[src/rtl/cfgm_pkg.sv]
package cfgm_pkg;

    typedef enum logic [1:0] {
        PH_LOAD   = 2'd0,
        PH_DRAIN  = 2'd1,
        PH_FINISH = 2'd2
    } phase_e;

    typedef enum logic [1:0] {
        ROLE_MARK = 2'd0,
        ROLE_LEN  = 2'd1,
        ROLE_OWN  = 2'd2,
        ROLE_FWD  = 2'd3
    } role_e;

    typedef struct packed {
        logic data;
        logic fwd;
    } relay_slot_t;

    localparam relay_slot_t SLOT_IDLE = '{data: 1'b1, fwd: 1'b0};

    // Two rising edges of storage give the 1.5-period relay delay with a fall update
    localparam int RELAY_DEPTH = 2;

    function automatic role_e role_of(input int unsigned idx,
                                      input int unsigned mk_w,
                                      input int unsigned len_w,
                                      input int unsigned own_n);
        if (idx < mk_w)                return ROLE_MARK;
        if (idx < mk_w + len_w)        return ROLE_LEN;
        if (idx < mk_w + len_w + own_n) return ROLE_OWN;
        return ROLE_FWD;
    endfunction

    function automatic logic role_forwards(input role_e r);
        return r != ROLE_OWN;
    endfunction

endpackage

[src/rtl/cfgm_clkgen.sv]
module cfgm_clkgen #(
    parameter int HALF_DIV = 3
) (
    input  logic clk,
    input  logic rst,
    input  logic run,
    output logic cclk,
    output logic rise_evt,
    output logic fall_evt
);
    localparam int DW = (HALF_DIV > 1) ? $clog2(HALF_DIV) : 1;

    logic [DW-1:0] div_q;
    logic          cclk_q;
    logic          tick;

    assign tick = (div_q == DW'(HALF_DIV - 1));

    always_ff @(posedge clk) begin
        if (rst) begin
            div_q  <= '0;
            cclk_q <= 1'b0;
        end else if (run) begin
            if (tick) begin
                div_q  <= '0;
                cclk_q <= ~cclk_q;
            end else begin
                div_q <= div_q + DW'(1);
            end
        end
    end

    assign rise_evt = run & tick & ~cclk_q;
    assign fall_evt = run & tick &  cclk_q;
    assign cclk     = cclk_q;


    half_period_chk: assert property (@(posedge clk) disable iff (rst)
        (cclk_q != $past(cclk_q)) |-> ($past(div_q) == DW'(HALF_DIV - 1)));


    stopped_clock_chk: assert property (@(posedge clk) disable iff (rst)
        !run |=> $stable(cclk_q));

endmodule

[src/rtl/cfgm_framer.sv]
module cfgm_framer
    import cfgm_pkg::*;
#(
    parameter int MK_W      = 4,
    parameter int LEN_W     = 12,
    parameter int OWN_BITS  = 8,
    parameter int EARLY_GAP = 2
) (
    input  logic        clk,
    input  logic        rst,
    input  logic        early_mode,
    input  logic        din,
    input  logic        rise_evt,
    input  logic        fall_evt,
    output logic        run,
    output logic        ldc_n,
    output logic        done,
    output logic        cfg_valid,
    output logic        cfg_bit,
    output relay_slot_t slot
);
    localparam int PRE_W  = MK_W + LEN_W;
    localparam int PRE_CW = $clog2(PRE_W + 1);
    localparam int CNT_W  = ((PRE_CW > LEN_W) ? PRE_CW : LEN_W) + 1;

    phase_e           ph_q;
    logic [CNT_W-1:0] rcnt_q;
    logic [CNT_W-1:0] rcnt_nx;
    logic [LEN_W-1:0] len_q;
    logic [LEN_W-1:0] len_nx;
    role_e            role_now;
    logic             pre_done;
    logic             last_rise;
    logic             early_hit;
    logic             ldc_n_q;
    logic             done_q;
    logic             cfg_valid_q;
    logic             cfg_bit_q;

    assign role_now  = role_of(32'(rcnt_q), MK_W, LEN_W, OWN_BITS);
    assign rcnt_nx   = rcnt_q + CNT_W'(1);
    assign len_nx    = (role_now == ROLE_LEN) ? {len_q[LEN_W-2:0], din} : len_q;
    assign pre_done  = (rcnt_nx >= CNT_W'(PRE_W));
    assign last_rise = pre_done && (rcnt_nx >= CNT_W'(len_nx));
    assign early_hit = pre_done && ((rcnt_nx + CNT_W'(EARLY_GAP)) >= CNT_W'(len_nx));

    always_ff @(posedge clk) begin
        if (rst) begin
            ph_q        <= PH_LOAD;
            rcnt_q      <= '0;
            len_q       <= '0;
            ldc_n_q     <= 1'b0;
            done_q      <= 1'b0;
            cfg_valid_q <= 1'b0;
            cfg_bit_q   <= 1'b0;
        end else begin
            cfg_valid_q <= 1'b0;
            unique case (ph_q)
                PH_LOAD: begin
                    if (rise_evt) begin
                        rcnt_q <= rcnt_nx;
                        len_q  <= len_nx;
                        if (role_now == ROLE_OWN) begin
                            cfg_valid_q <= 1'b1;
                            cfg_bit_q   <= din;
                        end
                        if (early_mode && early_hit) done_q <= 1'b1;
                        if (last_rise) ph_q <= PH_DRAIN;
                    end
                end
                PH_DRAIN: begin
                    if (fall_evt) begin
                        ph_q    <= PH_FINISH;
                        ldc_n_q <= 1'b1;
                        done_q  <= 1'b1;
                    end
                end
                default: ;
            endcase
        end
    end

    assign run       = (ph_q != PH_FINISH);
    assign ldc_n     = ldc_n_q;
    assign done      = done_q;
    assign cfg_valid = cfg_valid_q;
    assign cfg_bit   = cfg_bit_q;
    assign slot      = '{data: din, fwd: role_forwards(role_now)};


    ldc_sticky_chk: assert property (@(posedge clk) disable iff (rst)
        ldc_n_q |=> ldc_n_q);


    done_with_ldc_chk: assert property (@(posedge clk) disable iff (rst)
        ldc_n_q |-> done_q);


    done_sticky_chk: assert property (@(posedge clk) disable iff (rst)
        done_q |=> done_q);


    own_while_loading_chk: assert property (@(posedge clk) disable iff (rst)
        cfg_valid_q |-> !ldc_n_q);

endmodule

[src/rtl/cfgm_relay.sv]
module cfgm_relay
    import cfgm_pkg::*;
(
    input  logic        clk,
    input  logic        rst,
    input  logic        rise_evt,
    input  logic        fall_evt,
    input  relay_slot_t slot_in,
    output logic        dout
);
    relay_slot_t stage_q [RELAY_DEPTH];
    logic        dout_q;

    always_ff @(posedge clk) begin
        if (rst) begin
            for (int i = 0; i < RELAY_DEPTH; i++) stage_q[i] <= SLOT_IDLE;
            dout_q <= 1'b1;
        end else begin
            if (rise_evt) begin
                stage_q[0] <= slot_in;
                for (int i = 1; i < RELAY_DEPTH; i++) stage_q[i] <= stage_q[i-1];
            end
            if (fall_evt) begin
                dout_q <= stage_q[RELAY_DEPTH-1].fwd ? stage_q[RELAY_DEPTH-1].data : 1'b1;
            end
        end
    end

    assign dout = dout_q;


    relay_on_fall_chk: assert property (@(posedge clk) disable iff (rst)
        (dout_q != $past(dout_q)) |-> $past(fall_evt));

endmodule

[src/rtl/cfg_serial_master.sv]
module cfg_serial_master
    import cfgm_pkg::*;
#(
    parameter int HALF_DIV  = 3,
    parameter int MK_W      = 4,
    parameter int LEN_W     = 12,
    parameter int OWN_BITS  = 8,
    parameter int EARLY_GAP = 2
) (
    input  logic clk,
    input  logic rst,
    input  logic early_mode,
    input  logic din,
    output logic cclk,
    output logic dout,
    output logic ldc_n,
    output logic done,
    output logic cfg_valid,
    output logic cfg_bit
);
    logic        run;
    logic        rise_evt;
    logic        fall_evt;
    relay_slot_t slot;

    cfgm_clkgen #(.HALF_DIV(HALF_DIV)) u_clkgen (
        .clk      (clk),
        .rst      (rst),
        .run      (run),
        .cclk     (cclk),
        .rise_evt (rise_evt),
        .fall_evt (fall_evt)
    );

    cfgm_framer #(
        .MK_W      (MK_W),
        .LEN_W     (LEN_W),
        .OWN_BITS  (OWN_BITS),
        .EARLY_GAP (EARLY_GAP)
    ) u_framer (
        .clk        (clk),
        .rst        (rst),
        .early_mode (early_mode),
        .din        (din),
        .rise_evt   (rise_evt),
        .fall_evt   (fall_evt),
        .run        (run),
        .ldc_n      (ldc_n),
        .done       (done),
        .cfg_valid  (cfg_valid),
        .cfg_bit    (cfg_bit),
        .slot       (slot)
    );

    cfgm_relay u_relay (
        .clk      (clk),
        .rst      (rst),
        .rise_evt (rise_evt),
        .fall_evt (fall_evt),
        .slot_in  (slot),
        .dout     (dout)
    );


    dout_on_cclk_fall_chk: assert property (@(posedge clk) disable iff (rst)
        (dout != $past(dout)) |-> ($past(cclk) && !cclk));


    cclk_parked_chk: assert property (@(posedge clk) disable iff (rst)
        ldc_n |-> !cclk);

endmodule

[config.mk]
export PLATFORM = sky130hd
export DESIGN_NAME = cfg_serial_master
export DESIGN_NICKNAME = d
export VERILOG_FILES = /design/src/rtl/cfgm_pkg.sv /design/src/rtl/cfgm_clkgen.sv /design/src/rtl/cfgm_framer.sv /design/src/rtl/cfgm_relay.sv /design/src/rtl/cfg_serial_master.sv
export SDC_FILE = /design/constraint.sdc
export NUM_CORES = 1
export LEC_CHECK = 0
export ABC_AREA = 1
export BUFFER_PORTS_ARGS = -buffer_cell sky130_fd_sc_hd__buf_2
export CAP_MARGIN = 0
export CORE_MARGIN = 4
export CORE_UTILIZATION = 52
export CTS_BUF_LIST = sky130_fd_sc_hd__clkbuf_16
export DETAILED_ROUTE_END_ITERATION = 8
export MAX_ROUTING_LAYER = met4
export PLACE_DENSITY = 0.78
export SYNTH_ARGS = -nofsm -noshare
export SYNTH_HDL_FRONTEND = slang
export SYNTH_SLANG_ARGS = --single-unit
[constraint.sdc]
create_clock -name clk -period 2.9 [get_ports clk]
set_input_delay 0.435 -clock clk [delete_from_list [all_inputs] [get_ports clk]]
set_output_delay 0.435 -clock clk [all_outputs]
set_load 0.005 [all_outputs]
* After elaboration in Yosys (flattened, before gate mapping)
Memories as Yosys holds them, arrays and structs flattened. Index checks and enable logic that the tools add are counted.
Operators by class: magnitude comparators 6, reductions and logical operators 12, equal/unequal tests 10, muxes and demuxes 31, bitwise gates (word level) 8, add/subtract/negate cells 3
Operators by type and width (count):
- $ge A13 B12 Y1 | 2
- $lt A13 B5 Y1 const B | 2
- $mux W2 | 12
- $mux W1 | 16
- $add A13 B1 Y13 const B | 1
- $add A13 B2 Y13 const B | 1
- $ge A13 B5 Y1 const B | 1
- $lt A13 B3 Y1 const B | 1
- $mux W12 | 1
- $ne A2 B2 Y1 const B | 4
- $reduce_and A4 Y1 | 2
- $reduce_and A2 Y1 | 3
- $eq A2 B1 Y1 const B | 2
- $eq A2 B2 Y1 const B | 2
- $ne A2 B1 Y1 const B | 2
- $pmux W2 S2 | 1
- $and A1 B1 Y1 | 3
- $logic_and A1 B1 Y1 | 3
- $not A1 Y1 | 3
- $reduce_and A3 Y1 | 1
- $reduce_or A3 Y1 | 1
- $add A2 B1 Y2 const B | 1
- $logic_not A2 Y1 | 1
- $or A1 B1 Y1 | 2
- 2 further kinds | 2
Storage, ports and cells: output and inout port bits 6, memories kept 1, input bits 4, bits in registers 35, memory bits (writable) 4, logic and storage cells 81
Memory list:
- u_relay.stage_q | words 2, width 2, read ports 2, clocked after memory_dff 0, write ports 2, line cfgm_relay.sv:11 | relay_slot_t stage_q [RELAY_DEPTH];

* Longest topological paths before layout
depth in word-level cells 16, mapped depth 26

* By module
A second synthesis with hierarchy kept.
Second synthesis, totals: cell total of the unflattened synthesis 406, area total of the unflattened synthesis 2805.2 um2
By module, submodules not included:
- cfgm_framer | sequential area each 620.6 um2, cells each 367, instances 1, area an instance 2463.6 um2
- cfgm_relay | sequential area each 140.1 um2, cells each 20, instances 1, area an instance 207.7 um2
- cfgm_clkgen | sequential area each 60.1 um2, cells each 19, instances 1, area an instance 133.9 um2

* Worst setup path before layout
No wires, ideal clock.
path kind register to register, start register u_framer.rcnt_q[0], end register u_framer.done_q, in the netlist u_framer.done, period minus slack after synthesis 2633 ps, setup slack 267 ps, arrival 2566 ps, required time 2833 ps, cell stages (with the launch flop) 24, path through dfxtp_1 > ha_1 > nand2_1 > nand2_1 > nor2_1 > nand2_1 > nor2_1 > nand3_2 > nor2_4 > xor2_1 > inv_1 > ha_1 > nand2_1 > nor3_1 > nand3_1 > nor2_1 > nor2_1 > nand2_1 > nand2_1 > nand2_1 > nand2_1 > nand2_1 > nand2_1 > a21oi_2
On the way: longest elaborated chain between the ends 14
Ends and longest elaborated chain:
- start: declaration | line cfgm_framer.sv:27 | logic [CNT_W-1:0] rcnt_q;
- start signal: assignment | line cfgm_framer.sv:61 | rcnt_q <= rcnt_nx;
- $lt A13 B5 Y1 | line cfgm_pkg.sv:32 | if (idx < mk_w + len_w + own_n) return ROLE_OWN;
- $mux W1 (2 in a row) | line cfgm_pkg.sv:32
- $mux W1 | line cfgm_pkg.sv:31 | if (idx < mk_w + len_w) return ROLE_LEN;
- $mux W2 | line cfgm_pkg.sv:33 | return ROLE_FWD;
- $mux W2 | line cfgm_pkg.sv:32
- $mux W2 | line cfgm_pkg.sv:31
- $eq A2 B1 Y1 | line cfgm_framer.sv:42 | assign len_nx = (role_now == ROLE_LEN) ? {len_q[LEN_W-2:0], din} : len_q;
- $mux W12 | line cfgm_framer.sv:42
- $ge A13 B12 Y1 | line cfgm_framer.sv:45 | assign early_hit = pre_done && ((rcnt_nx + CNT_W'(EARLY_GAP)) >= CNT_W'(len_nx));
- $logic_and A1 B1 Y1 (*) | line cfgm_framer.sv:45
- $logic_and A1 B1 Y1 (*) | line cfgm_framer.sv:67 | if (early_mode && early_hit) done_q <= 1'b1;
- $ne A2 B1 Y1 (no source line) (*)
- $reduce_and A4 Y1 (no source line) (*)
- end signal: assignment | line cfgm_framer.sv:53 | done_q <= 1'b0;
- end signal: assignment | line cfgm_framer.sv:67
- end signal: assignment | line cfgm_framer.sv:75 | done_q <= 1'b1;
- end: declaration | line cfgm_framer.sv:36 | logic done_q;
Mark *: on every way between the ends. The rest lies on a longest branch, timed or not. The select of a mux whose other input is x is not followed. A chain may end at the register's enable or synchronous reset.

* Worst setup path in the final report
start register u_framer.rcnt_q[1], end register u_framer.done_q, in the netlist u_framer.done
The elaborated chain is that of the path after synthesis.

==> run_results.csv <==
group,metric,value,unit
global_routing,top_usage_layer,"met2",
final_layout,layout-drive-gt1-share,17.8,%
logic_synthesis,syn_inst,443,
route,ant_nets,0,
route,wirelength,7010,um
setup_path,critical-path-slowest-cell,"dfxtp_4",
power_and_ir_drop,intPower,1.29,mW
setup_path,crit_fanout,4,
setup_path,cp.required,3.12,ns
min_path,hp-class,"primary input to flip-flop",
logic_synthesis,async_flop_share,0,%
logic_synthesis,yosysMostFrequentCell,"nand2_1",
power_and_ir_drop,clock_power_share,31.0,%
logic_synthesis,netlist-cell-type-count,33,
sta,fmax,358,MHz
route,vias,2849,
floorplan,rows,26,
global_routing,grt_use_met3,3.84,%
clock_tree,clockBufferDepth,2,
global_routing,grt_pass1_vias,2640,
route,routed_via_density,5.32,
setup_path,critPathMaxStageDelay,0.38,ns
flow_run,max-cap-violations,0,
sta,worst_slack,0.107,ns
power_and_ir_drop,p_switching,0.773,mW
sta,hold_violations,0,
final_layout,finalNonFillerCells,536,
logic_synthesis,yosysWarnings,0,
global_routing,use_met1,25.8,%
floorplan,die_h,81.6,um
setup_path,cp-start-kind,"flip-flop",
route,drc,0,
logic_synthesis,synth_edf_count,4,
final_layout,fin_area,3340,um2
final_layout,seq_area,828,um2
logic_synthesis,ys_top_cells_by_count,"97 x nand2_1, 85 x inv_1, 35 x dfxtp_1",
place,post-place-ws,0.0300,ns
place,gp_congestion,1.05,
final_layout,multi_input_area,1730,um2
power_and_ir_drop,power_density,618,nW/um2
run_status,outcome,"finished, final reports clean",
place,port_buffers,9,
route,dr.first_iter.drc_count,214,
logic_synthesis,synth-seq-cells,39,
floorplan,dieArea,6660,um2
setup_path,crit_path_cell_trace,"ha_4, inv_1, nand2_2, nand2_4, nor2_4, nand2_2, nor2_4, nand3_4, nor2_4, xor2_1, inv_1, ha_4, nand2_2, nor3_2, nand3_1, nor2_1, nor2_1, nand2_1, nand2_1, nand2_1, nand2_1, nand2_1, nand2_1, a21oi_2",
sta,slew_viol_final,0,
final_layout,nFillCells,430,
setup_path,crit_arrival,3.01,ns
logic_synthesis,synth_flop_cell,"dfxtp_1",
setup_path,path_class,"flip-flop to flip-flop",
clock_tree,clock_latency,0.29,ns
sta,setup_tns,0,ns
power_and_ir_drop,power_frac_seq,31.0,%
place,dp_cells,522,
setup_path,crit_path_end_kind,"flip-flop",
power_and_ir_drop,power,2.06,mW
logic_synthesis,netlist.area_leader.share,24.9,%
global_routing,grt_first_pass_wirelength,11300,um
floorplan,pin_count,10,
logic_synthesis,syn_nets,465,
floorplan,die_w,81.6,um
clock_tree,cts_made_buffers,5,
floorplan,coreArea,5170,um2
route,first_pass_iters,5,
clock_tree,cts_tree,"built",
sta,worst-slew-pin-transition,0.718,ns
power_and_ir_drop,vdd_ir_drop_max,0.347,mV
route,post_drt_wl_per_cell,13.1,um
clock_tree,cts.sinks,39,
final_layout,layout.nets,487,
sta,period_share,96.3,%
clock_tree,clk_pin_slew,0.06,ns
final_layout,n_antenna_cell,0,
floorplan,start_util,54.5,%
power_and_ir_drop,combPwrFrac,38.0,%
power_and_ir_drop,p_leak,1.66,nW
sta,hold_slack,0.426,ns
sta,rsz0062_at_grt,"true",
clock_tree,cts_hold_buf,0,
final_layout,postLayoutCoreUtil,64.5,%
sta,finClkSkew,0.00710,ns
global_routing,antenna_found_initial,0,
place,dpl_cell_area,2980,um2
logic_synthesis,avgSynthCellArea,6.36,um2
global_routing,track_usage,22.0,%
clock_tree,cts.htree.levels,2,
logic_synthesis,ys_top_cells_by_area,"dfxtp_1 25%, nand2_1 13%, inv_1 11%, ha_1 8.0%, nand3_1 6.0%",
setup_path,crit_top_cell,"nand2_1",
final_layout,area_growth,18.5,%
global_routing,grt.met2_usage,38.7,%
sta,setup_viol,0,
logic_synthesis,synth_top_area_cell,"dfxtp_1",
logic_synthesis,seq_area_frac_synth,29.1,%
logic_synthesis,syn-cell-area,2820,um2
place,dp_hpwl,4810,um
power_and_ir_drop,switching_share,37.5,%
sta,min_period,2.79,ns
global_routing,grt_max_degree,29,
global_routing,grt-ovfl-total,0,
sta,max-slew-margin-rel,51.8,%
clock_tree,clock_tree.root_cell,"clkbuf_16",
## what timing repair did
item                                    in CTS  in global routing
endpoints found under the setup margin       1                  2
gates cloned                                 0                  0
buffers inserted                             0                  6
gates resized for setup                      2                 36
pin swaps                                    0                 10
## logic make-up after synthesis
logic type                 after synthesis  share of synthesized area, %
AOI/OAI and AO/OA                       82                          15.9
adders and majority gates               18                          8.00
DFF                                     39                          29.1
and+or+nand+nor                        194                          30.9
buffers and inverters                  103                          13.9
xor gates and xnor gates                 6                          1.87
muxes                                    1                         0.355
## area by class of cell
cell class | count | area share, %
Clock buffer | 5 | 3.75
Inverter | 93 | 10.5
Clock inverter | 3 | 1.39
Sequential cell | 39 | 24.8
Multi-Input combinational cell | 301 | 51.9
Timing Repair Buffer | 25 | 5.06
Tap cell | 70 | 2.62
## registers in the layout, indices dropped and copies added (netlist names)
signal and count:
u_framer.done 1, u_relay.stage_q 4, u_clkgen.cclk 1, u_clkgen.div_q 2
u_framer.len_q 12, u_framer.ph_q 2, u_framer.rcnt_q 13, u_framer.ldc_n 1
u_framer.cfg_bit 1, u_relay.dout 1, u_framer.cfg_valid 1
## per-layer routing
metal  routed length, um  vias to the layer above
li1                    -                     1466
met1                3220                     1297
met2                3390                       75
met3                 313                       11
met4                  86                        0
met5                   0                        -
## path summary, 6_finish.rpt
kind                            depth (start not counted)                to          startpoint  slack, ns
worst min-delay path                                    3  u_framer.cfg_bit                 din       0.43
worst min register to register                          2    u_framer.ldc_n      u_framer.ldc_n       0.46
worst max-delay path                                   24     u_framer.done  u_framer.rcnt_q[1]       0.11
worst max register to register                         24     u_framer.done  u_framer.rcnt_q[1]       0.11
## power by group through the flow
stage	clock, mW	combinational [mW]	sequential [mW]
floorplan	0	0.533	0.639
global placement	0	0.689	0.643
detailed placement	0	0.700	0.645
CTS	0.651	0.709	0.633
global route	0.669	0.889	0.645
finish	0.639	0.784	0.639
## layout by cell type, fill, tap and decap left out, types with 4 or more instances in the layout
master	count
nand4_1	6
a21oi_1	33
nand2_1	88
edfxtp_1	4
ha_1	15
dfxtp_1	31
nor2_1	29
buf_2	9
clkbuf_16	5
o211ai_1	6
nand3_1	33
buf_4	15
nand2_2	12
inv_2	9
nor3_1	6
nor2_4	5
o21ai_0	33
inv_1	82
## critical path, delay by kind of cell, from the launching register on
family                     cells  cell delay (ns)
DFF                            1             0.38
and+or+nand+nor               18             1.50
AOI/OAI and AO/OA              1             0.10
adders and majority gates      2             0.42
buffers and inverters          2             0.15
xor gates and xnor gates       1             0.18
Power figures use the tool's default switching activity.
